### src/rtl/pexp_pkg.sv
package pexp_pkg;
  localparam int BYTE_W = 8;
  localparam int CNT_W  = $clog2(BYTE_W + 1);

  typedef enum logic [2:0] {
    ST_IDLE,
    ST_ADDR,
    ST_ADDR_ACK,
    ST_WR_DATA,
    ST_WR_ACK,
    ST_RD_DATA,
    ST_RD_ACK,
    ST_SKIP
  } pexp_state_e;
endpackage

### src/rtl/pexp_sync.sv
module pexp_sync #(
  parameter int   STAGES    = 2,
  parameter logic RESET_VAL = 1'b1
) (
  input  logic clk,
  input  logic rst_n,
  input  logic din,
  output logic dout
);
  logic [STAGES-1:0] chain;

  always_ff @(posedge clk or negedge rst_n) begin
    if (!rst_n) chain <= {STAGES{RESET_VAL}};
    else        chain <= {chain[STAGES-2:0], din};
  end

  assign dout = chain[STAGES-1];
endmodule

### src/rtl/pexp_bus_cond.sv
module pexp_bus_cond #(
  parameter int SYNC_STAGES = 2
) (
  input  logic clk,
  input  logic rst_n,
  input  logic scl_i,
  input  logic sda_i,
  output logic sda_lvl,
  output logic scl_rise,
  output logic scl_fall,
  output logic start_det,
  output logic stop_det
);
  localparam int LINES = 2;

  logic [LINES-1:0] raw;
  logic [LINES-1:0] lvl;
  logic [LINES-1:0] prev;

  assign raw = {scl_i, sda_i};

  for (genvar g = 0; g < LINES; g++) begin : g_line
    pexp_sync #(.STAGES(SYNC_STAGES), .RESET_VAL(1'b1)) u_sync (
      .clk  (clk),
      .rst_n(rst_n),
      .din  (raw[g]),
      .dout (lvl[g])
    );
  end

  always_ff @(posedge clk or negedge rst_n) begin
    if (!rst_n) prev <= '1;
    else        prev <= lvl;
  end

  logic scl_hi_held;
  assign scl_hi_held = lvl[1] & prev[1];
  assign sda_lvl     = lvl[0];
  assign scl_rise    = lvl[1] & ~prev[1];
  assign scl_fall    = ~lvl[1] & prev[1];
  assign start_det   = scl_hi_held & prev[0] & ~lvl[0];
  assign stop_det    = scl_hi_held & ~prev[0] & lvl[0];

  p_cond_excl_r7: assert property (@(posedge clk) disable iff (!rst_n)
    !(start_det && stop_det));
endmodule

### src/rtl/pexp_port_latch.sv
module pexp_port_latch
  import pexp_pkg::*;
(
  input  logic              clk,
  input  logic              rst_n,
  input  logic              wr_stb,
  input  logic [BYTE_W-1:0] wr_byte,
  output logic [BYTE_W-1:0] drive_low
);
  always_ff @(posedge clk or negedge rst_n) begin
    if (!rst_n)      drive_low <= '0;
    else if (wr_stb) drive_low <= ~wr_byte;
  end

  p_latch_hold_r8: assert property (@(posedge clk) disable iff (!rst_n)
    !$stable(drive_low) |-> $past(wr_stb));
endmodule

### src/rtl/pexp_ctrl.sv
module pexp_ctrl
  import pexp_pkg::*;
#(
  parameter logic [BYTE_W-1:0] DEV_ADDR = 8'h40
) (
  input  logic              clk,
  input  logic              rst_n,
  input  logic              sda_lvl,
  input  logic              scl_rise,
  input  logic              scl_fall,
  input  logic              start_det,
  input  logic              stop_det,
  input  logic [BYTE_W-1:0] pin_i,
  output logic              sda_oe,
  output logic              wr_stb,
  output logic [BYTE_W-1:0] wr_byte
);
  localparam logic [CNT_W-1:0] FULL = CNT_W'(BYTE_W);
  localparam logic [CNT_W-1:0] LAST = CNT_W'(BYTE_W - 1);

  pexp_state_e       state;
  logic [CNT_W-1:0]  cnt;
  logic [BYTE_W-1:0] rx_sr;
  logic [BYTE_W-1:0] tx_sr;
  logic              rd_dir;
  logic              ctl_ack;

  always_ff @(posedge clk or negedge rst_n) begin
    if (!rst_n) begin
      state   <= ST_IDLE;
      cnt     <= '0;
      rx_sr   <= '0;
      tx_sr   <= '1;
      rd_dir  <= 1'b0;
      ctl_ack <= 1'b0;
      sda_oe  <= 1'b0;
      wr_stb  <= 1'b0;
    end else begin
      wr_stb <= 1'b0;
      if (stop_det) begin
        state  <= ST_IDLE;
        sda_oe <= 1'b0;
      end else if (start_det) begin
        state  <= ST_ADDR;
        cnt    <= '0;
        sda_oe <= 1'b0;
      end else begin
        unique case (state)
          ST_ADDR, ST_WR_DATA: begin
            if (scl_rise && cnt < FULL) begin
              rx_sr <= {rx_sr[BYTE_W-2:0], sda_lvl};
              cnt   <= cnt + 1'b1;
            end else if (scl_fall && cnt == FULL) begin
              if (state == ST_WR_DATA) begin
                wr_stb <= 1'b1;
                sda_oe <= 1'b1;
                state  <= ST_WR_ACK;
              end else if (rx_sr[BYTE_W-1:1] == DEV_ADDR[BYTE_W-1:1]) begin
                rd_dir <= rx_sr[0];
                sda_oe <= 1'b1;
                state  <= ST_ADDR_ACK;
              end else begin
                state  <= ST_SKIP;
              end
            end
          end
          ST_ADDR_ACK: begin
            if (scl_fall) begin
              cnt <= '0;
              if (rd_dir) begin
                tx_sr  <= pin_i;
                sda_oe <= ~pin_i[BYTE_W-1];
                state  <= ST_RD_DATA;
              end else begin
                sda_oe <= 1'b0;
                state  <= ST_WR_DATA;
              end
            end
          end
          ST_WR_ACK: begin
            if (scl_fall) begin
              sda_oe <= 1'b0;
              cnt    <= '0;
              state  <= ST_WR_DATA;
            end
          end
          ST_RD_DATA: begin
            if (scl_fall) begin
              if (cnt == LAST) begin
                sda_oe <= 1'b0;
                state  <= ST_RD_ACK;
              end else begin
                tx_sr  <= {tx_sr[BYTE_W-2:0], 1'b1};
                sda_oe <= ~tx_sr[BYTE_W-2];
                cnt    <= cnt + 1'b1;
              end
            end
          end
          ST_RD_ACK: begin
            if (scl_rise) begin
              ctl_ack <= ~sda_lvl;
            end else if (scl_fall) begin
              if (ctl_ack) begin
                tx_sr  <= pin_i;
                sda_oe <= ~pin_i[BYTE_W-1];
                cnt    <= '0;
                state  <= ST_RD_DATA;
              end else begin
                state  <= ST_SKIP;
              end
            end
          end
          default: ;
        endcase
      end
    end
  end

  assign wr_byte = rx_sr;

  p_oe_edge_r9: assert property (@(posedge clk) disable iff (!rst_n)
    !$stable(sda_oe) |-> $past(scl_fall || start_det || stop_det));

  p_quiet_release_r3: assert property (@(posedge clk) disable iff (!rst_n)
    (state == ST_IDLE || state == ST_SKIP) |-> !sda_oe);

  p_stop_idle_r8: assert property (@(posedge clk) disable iff (!rst_n)
    $past(stop_det) |-> (state == ST_IDLE && !sda_oe));

  p_start_restart_r7: assert property (@(posedge clk) disable iff (!rst_n)
    ($past(start_det) && !$past(stop_det)) |-> (state == ST_ADDR && cnt == '0 && !sda_oe));

  p_cnt_bound_r2: assert property (@(posedge clk) disable iff (!rst_n)
    cnt <= FULL);

  p_wr_only_data_r4: assert property (@(posedge clk) disable iff (!rst_n)
    wr_stb |-> state == ST_WR_ACK);
endmodule

### src/rtl/i2c_port_expander.sv
module i2c_port_expander
  import pexp_pkg::*;
#(
  parameter logic [BYTE_W-1:0] DEV_ADDR    = 8'h40,
  parameter int                SYNC_STAGES = 2
) (
  input  logic              clk,
  input  logic              rst_n,
  input  logic              scl_i,
  input  logic              sda_i,
  output logic              sda_oe,
  input  logic [BYTE_W-1:0] pin_i,
  output logic [BYTE_W-1:0] pin_drive_low
);
  logic              sda_lvl;
  logic              scl_rise;
  logic              scl_fall;
  logic              start_det;
  logic              stop_det;
  logic              wr_stb;
  logic [BYTE_W-1:0] wr_byte;

  pexp_bus_cond #(.SYNC_STAGES(SYNC_STAGES)) u_cond (
    .clk      (clk),
    .rst_n    (rst_n),
    .scl_i    (scl_i),
    .sda_i    (sda_i),
    .sda_lvl  (sda_lvl),
    .scl_rise (scl_rise),
    .scl_fall (scl_fall),
    .start_det(start_det),
    .stop_det (stop_det)
  );

  pexp_ctrl #(.DEV_ADDR(DEV_ADDR)) u_ctrl (
    .clk      (clk),
    .rst_n    (rst_n),
    .sda_lvl  (sda_lvl),
    .scl_rise (scl_rise),
    .scl_fall (scl_fall),
    .start_det(start_det),
    .stop_det (stop_det),
    .pin_i    (pin_i),
    .sda_oe   (sda_oe),
    .wr_stb   (wr_stb),
    .wr_byte  (wr_byte)
  );

  pexp_port_latch u_latch (
    .clk      (clk),
    .rst_n    (rst_n),
    .wr_stb   (wr_stb),
    .wr_byte  (wr_byte),
    .drive_low(pin_drive_low)
  );
endmodule

### config.mk
export PLATFORM = sky130hd
export DESIGN_NAME = i2c_port_expander
export DESIGN_NICKNAME = d
export VERILOG_FILES = /design/src/rtl/pexp_pkg.sv /design/src/rtl/pexp_sync.sv /design/src/rtl/pexp_bus_cond.sv /design/src/rtl/pexp_port_latch.sv /design/src/rtl/pexp_ctrl.sv /design/src/rtl/i2c_port_expander.sv
export SDC_FILE = /design/constraint.sdc
export NUM_CORES = 1
export LEC_CHECK = 0
export BUFFER_PORTS_ARGS = -buffer_cell sky130_fd_sc_hd__buf_2
export CAP_MARGIN = 0
export CORE_AREA = 2 2 68 70
export CTS_CLUSTER_DIAMETER = 60
export DETAILED_ROUTE_END_ITERATION = 12
export DIE_AREA = 0 0 70 72
export PLACE_DENSITY = 0.76
export SETUP_SLACK_MARGIN = 0.02
export SYNTH_ARGS = -nofsm -noshare
export SYNTH_HDL_FRONTEND = slang
export SYNTH_SLANG_ARGS = --single-unit
### constraint.sdc
create_clock -name clk -period 2.3 [get_ports clk]
set_input_delay 0.115 -clock clk [delete_from_list [all_inputs] [get_ports clk]]
set_output_delay 0.115 -clock clk [all_outputs]
set_load 0.05 [all_outputs]
==> impl_metrics.toml <==
[run_status]
status = "complete, no violations"

[logic_synthesis]
synth_edf_count = 0
synth_fp_nets = 199
yosys.area_share.xor_xnor_pct = 0.885
synth-async-reset-ratio_pct = 100
synth.lib_cells_used.distinct = 47
synth_warnings = 0
synth-main-ff-cell = "sky130_fd_sc_hd__dfrtp_1"
synth_compound_gate_area_share_pct = 13.7
synthMuxAreaShare_pct = 12.2
ys_seq_area_share_pct = 51.4
yosys.area_share.simple_pct = 15.7
synth_top_family_by_area = "simple AND/OR/NAND/NOR gates"
syn_area_um2 = 1980
ys_ff_latch = 40
netlist_instances = 185
synth.avg_cell_area_um2 = 10.7
synth_adder_area_share_pct = 1.26

[clock_network]
clockRootBuffer = "sky130_fd_sc_hd__clkbuf_8"
path_clk_slew_ps = 80
cts-root-to-sink-buffers = 2
clock_sinks = 40
numCtsBuffers = 5
ctsHtreeMaxLevel = 2
cts_tree = "done"
clk_latency_ps = 300

[finish]
final_nets = 221
fillers = 390
diodes = 0
syn2layout_area_growth_pct = 12.8
drive_gt1_share_pct = 28.8
area_of_the_multi_input_gates_um2 = 872
final-seq-area_um2 = 1020
commonest_cells_after_routing_fill_and_taps_aside = "27 x sky130_fd_sc_hd__dfrtp_1, 20 x sky130_fd_sc_hd__buf_2, 16 x sky130_fd_sc_hd__o21ai_0"
postLayoutCoreUtil_pct = 52.4
layout_commonest_cell = "sky130_fd_sc_hd__dfrtp_1"

[place]
port_buffers = 20
place_worst_setup_slack_ps = 227
gpl.final_weighted_congestion = 0.930
hpwl_mm = 2.54

[global_routing]
grt_pass1_vias = 1378
globalRouteOverflowTotal = 0
grt_start_max_net_pins = 41
grt_util_all_layers_pct = 16.3
antenna_found_initial = 0
grt_pass1_wl_mm = 6.47

[sta]
final-setup-viol-count = 0
final_max_slew_viol_count = 0
worst-slew-pin-transition_ps = 852
max_slew_margin_pct = 43.2
clock-skew-final_ps = 11.6
final_number_of_hold_violating_endpoints = 0
setup_repair_after_global_routing_missed_its_margin = "false"
layout_setup_ws_ps = 342
clock.fmax_ghz = 0.511
setup-tns-final_ps = 0
fin_crit_period_ps = 1960
period_utilization_pct = 85.1

[hold_path]
worst_hold_path_type = "primary input to register"
min_delay_path_depth = 3

[route]
firstDrtPassIters = 4
postRouteAntennaNets = 0
drt-vias-per-instance = 5.58
totalWireLength_mm = 3.64
routedWlPerCell_um = 14.0
via_count = 1452
drt_first_iter_violations = 62
route.detailed.drc = 0

[critical_path]
r2r_setup_slack_ps = 340
rr_worst_depth = 5
worst_ep_required_time_ps = 2500
arrival_ps = 2160
start_kind = "register"
delay_of_the_slowest_critical_path_stage_ps = 580
path_class = "register to register"
critPathTopFamily = "compound AO/OA/AOI/OAI gates"
critical_path_depth = 5
worstSetupEndpointType = "register"
biggest_fanout_along_the_worst_timing_path = 8
timing.critical_path.cells = "or3b_1 > a221oi_2 > o2111a_2 > o21ai_0 > a31o_1"
critical_path_cell_with_the_highest_stage_delay = "sky130_fd_sc_hd__dfstp_2"
worst-path-buf-inv = 0

[die]
die_area_um2 = 5040
row_count = 24
die_w_um = 70
initial_core_util_pct = 46.4
fp.dieH_um = 72
placeableCoreArea_um2 = 4260
top_level_ports = 21

[power_and_ir_drop]
power_uw = 2340
power-per-cell-area_nw_per_um2 = 1050
static-leakage-power_uw = 0.000993
vdd_ir_drop_max_uv = 658

[flow_run]
cap_viol_max_count = 0
-- routing by layer --
metal  part of all wire (%)  vias up  track usage [%]
met5                      0        -                0
met4                    1.9        0             7.05
met3                    4.1        7             4.31
met2                     46       29             25.7
met1                     48      712             21.3
li1                       -      704                -
-- registers in the layout (all words and copies together) (netlist names) --
name,cells
u_ctrl.sda_oe,1
u_ctrl.wr_byte,8
u_cond.g_line.u_sync.chain,4
u_ctrl.cnt,4
u_ctrl.state,3
u_ctrl.tx_sr,7
u_ctrl.ctl_ack,1
u_ctrl.wr_stb,1
u_cond.prev,2
u_latch.drive_low,8
u_ctrl.rd_dir,1
-- worst paths after layout --
check	start	end
max	u_cond.g_line[1].u_sync.chain[1]	u_ctrl.cnt[2]
min	pin_i[0]	u_ctrl.tx_sr[0]
max reg2reg	u_cond.g_line[1].u_sync.chain[1]	u_ctrl.cnt[2]
min reg2reg	u_cond.g_line[1].u_sync.chain[0]	u_cond.g_line[1].u_sync.chain[1]
max in group asynchronous	rst_n	u_ctrl.state[2]
min in group asynchronous	rst_n	u_ctrl.wr_byte[3]
-- per-stage QoR --
stage          std cells  hold WS (ps)  cell area [um^2]
5_1_grt              260          92.3              2230
3_3_place_gp         249           221              2110
2_1_floorplan        185          -181              1980
3_5_place_dp         249           227              2110
6_report             260          58.1              2230
4_1_cts              260          55.7              2230
-- logic make-up after synthesis --
kind of cell | count (synthesis)
AOI/OAI and AO/OA | 41
and+or+nand+nor | 53
DFF | 40
buffers and inverters | 24
adders and majority gates | 2
xor gates and xnor gates | 2
muxes | 23
-- cells in the mapped netlist, types with 3 or more instances --
library cell | n | area, um^2
sky130_fd_sc_hd__nor2_1 | 7 | 26.3
sky130_fd_sc_hd__buf_2 | 5 | 25.0
sky130_fd_sc_hd__o21ai_0 | 16 | 80.1
sky130_fd_sc_hd__nand3_1 | 6 | 30.0
sky130_fd_sc_hd__o211ai_1 | 3 | 22.5
sky130_fd_sc_hd__a21oi_1 | 7 | 35.0
sky130_fd_sc_hd__dfstp_2 | 13 | 342
sky130_fd_sc_hd__inv_1 | 15 | 56.3
sky130_fd_sc_hd__mux2i_1 | 14 | 140
sky130_fd_sc_hd__dfrtp_1 | 27 | 676
sky130_fd_sc_hd__nand2b_1 | 4 | 25.0
sky130_fd_sc_hd__clkbuf_1 | 4 | 15.0
sky130_fd_sc_hd__mux2_2 | 9 | 101
sky130_fd_sc_hd__nand2_1 | 14 | 52.6
-- repair_timing --
action | in CTS | in global routing
endpoints found under the setup margin | 0 | 4
hold buffers | 3 | 0
hold endpoints to repair | 29 | 0
resized for setup | 0 | 1
buffers inserted | 0 | 0
-- cell type report --
class	count	area share, %
Multi-Input combinational cell	121	39.0
Clock buffer	6	3.25
Sequential cell	40	45.5
Inverter	15	2.52
Timing Repair Buffer	24	6.16
Tap cell	52	2.91
Clock inverter	2	0.560
-- power by group --
group,total (uW),internal [uW],leakage [uW],switching [uW]
registers,1130,920,0.000496,211
clock network,467,212,0.0000412,255
logic,745,339,0.000456,406
total,2340,1470,0.000993,872
-- worst min-delay path, stage by stage --
cell and delay [ps]:
sky130_fd_sc_hd__buf_2 90, sky130_fd_sc_hd__nor2_1 80, sky130_fd_sc_hd__o21ai_0 70
(Power assumes the default switching activity.)
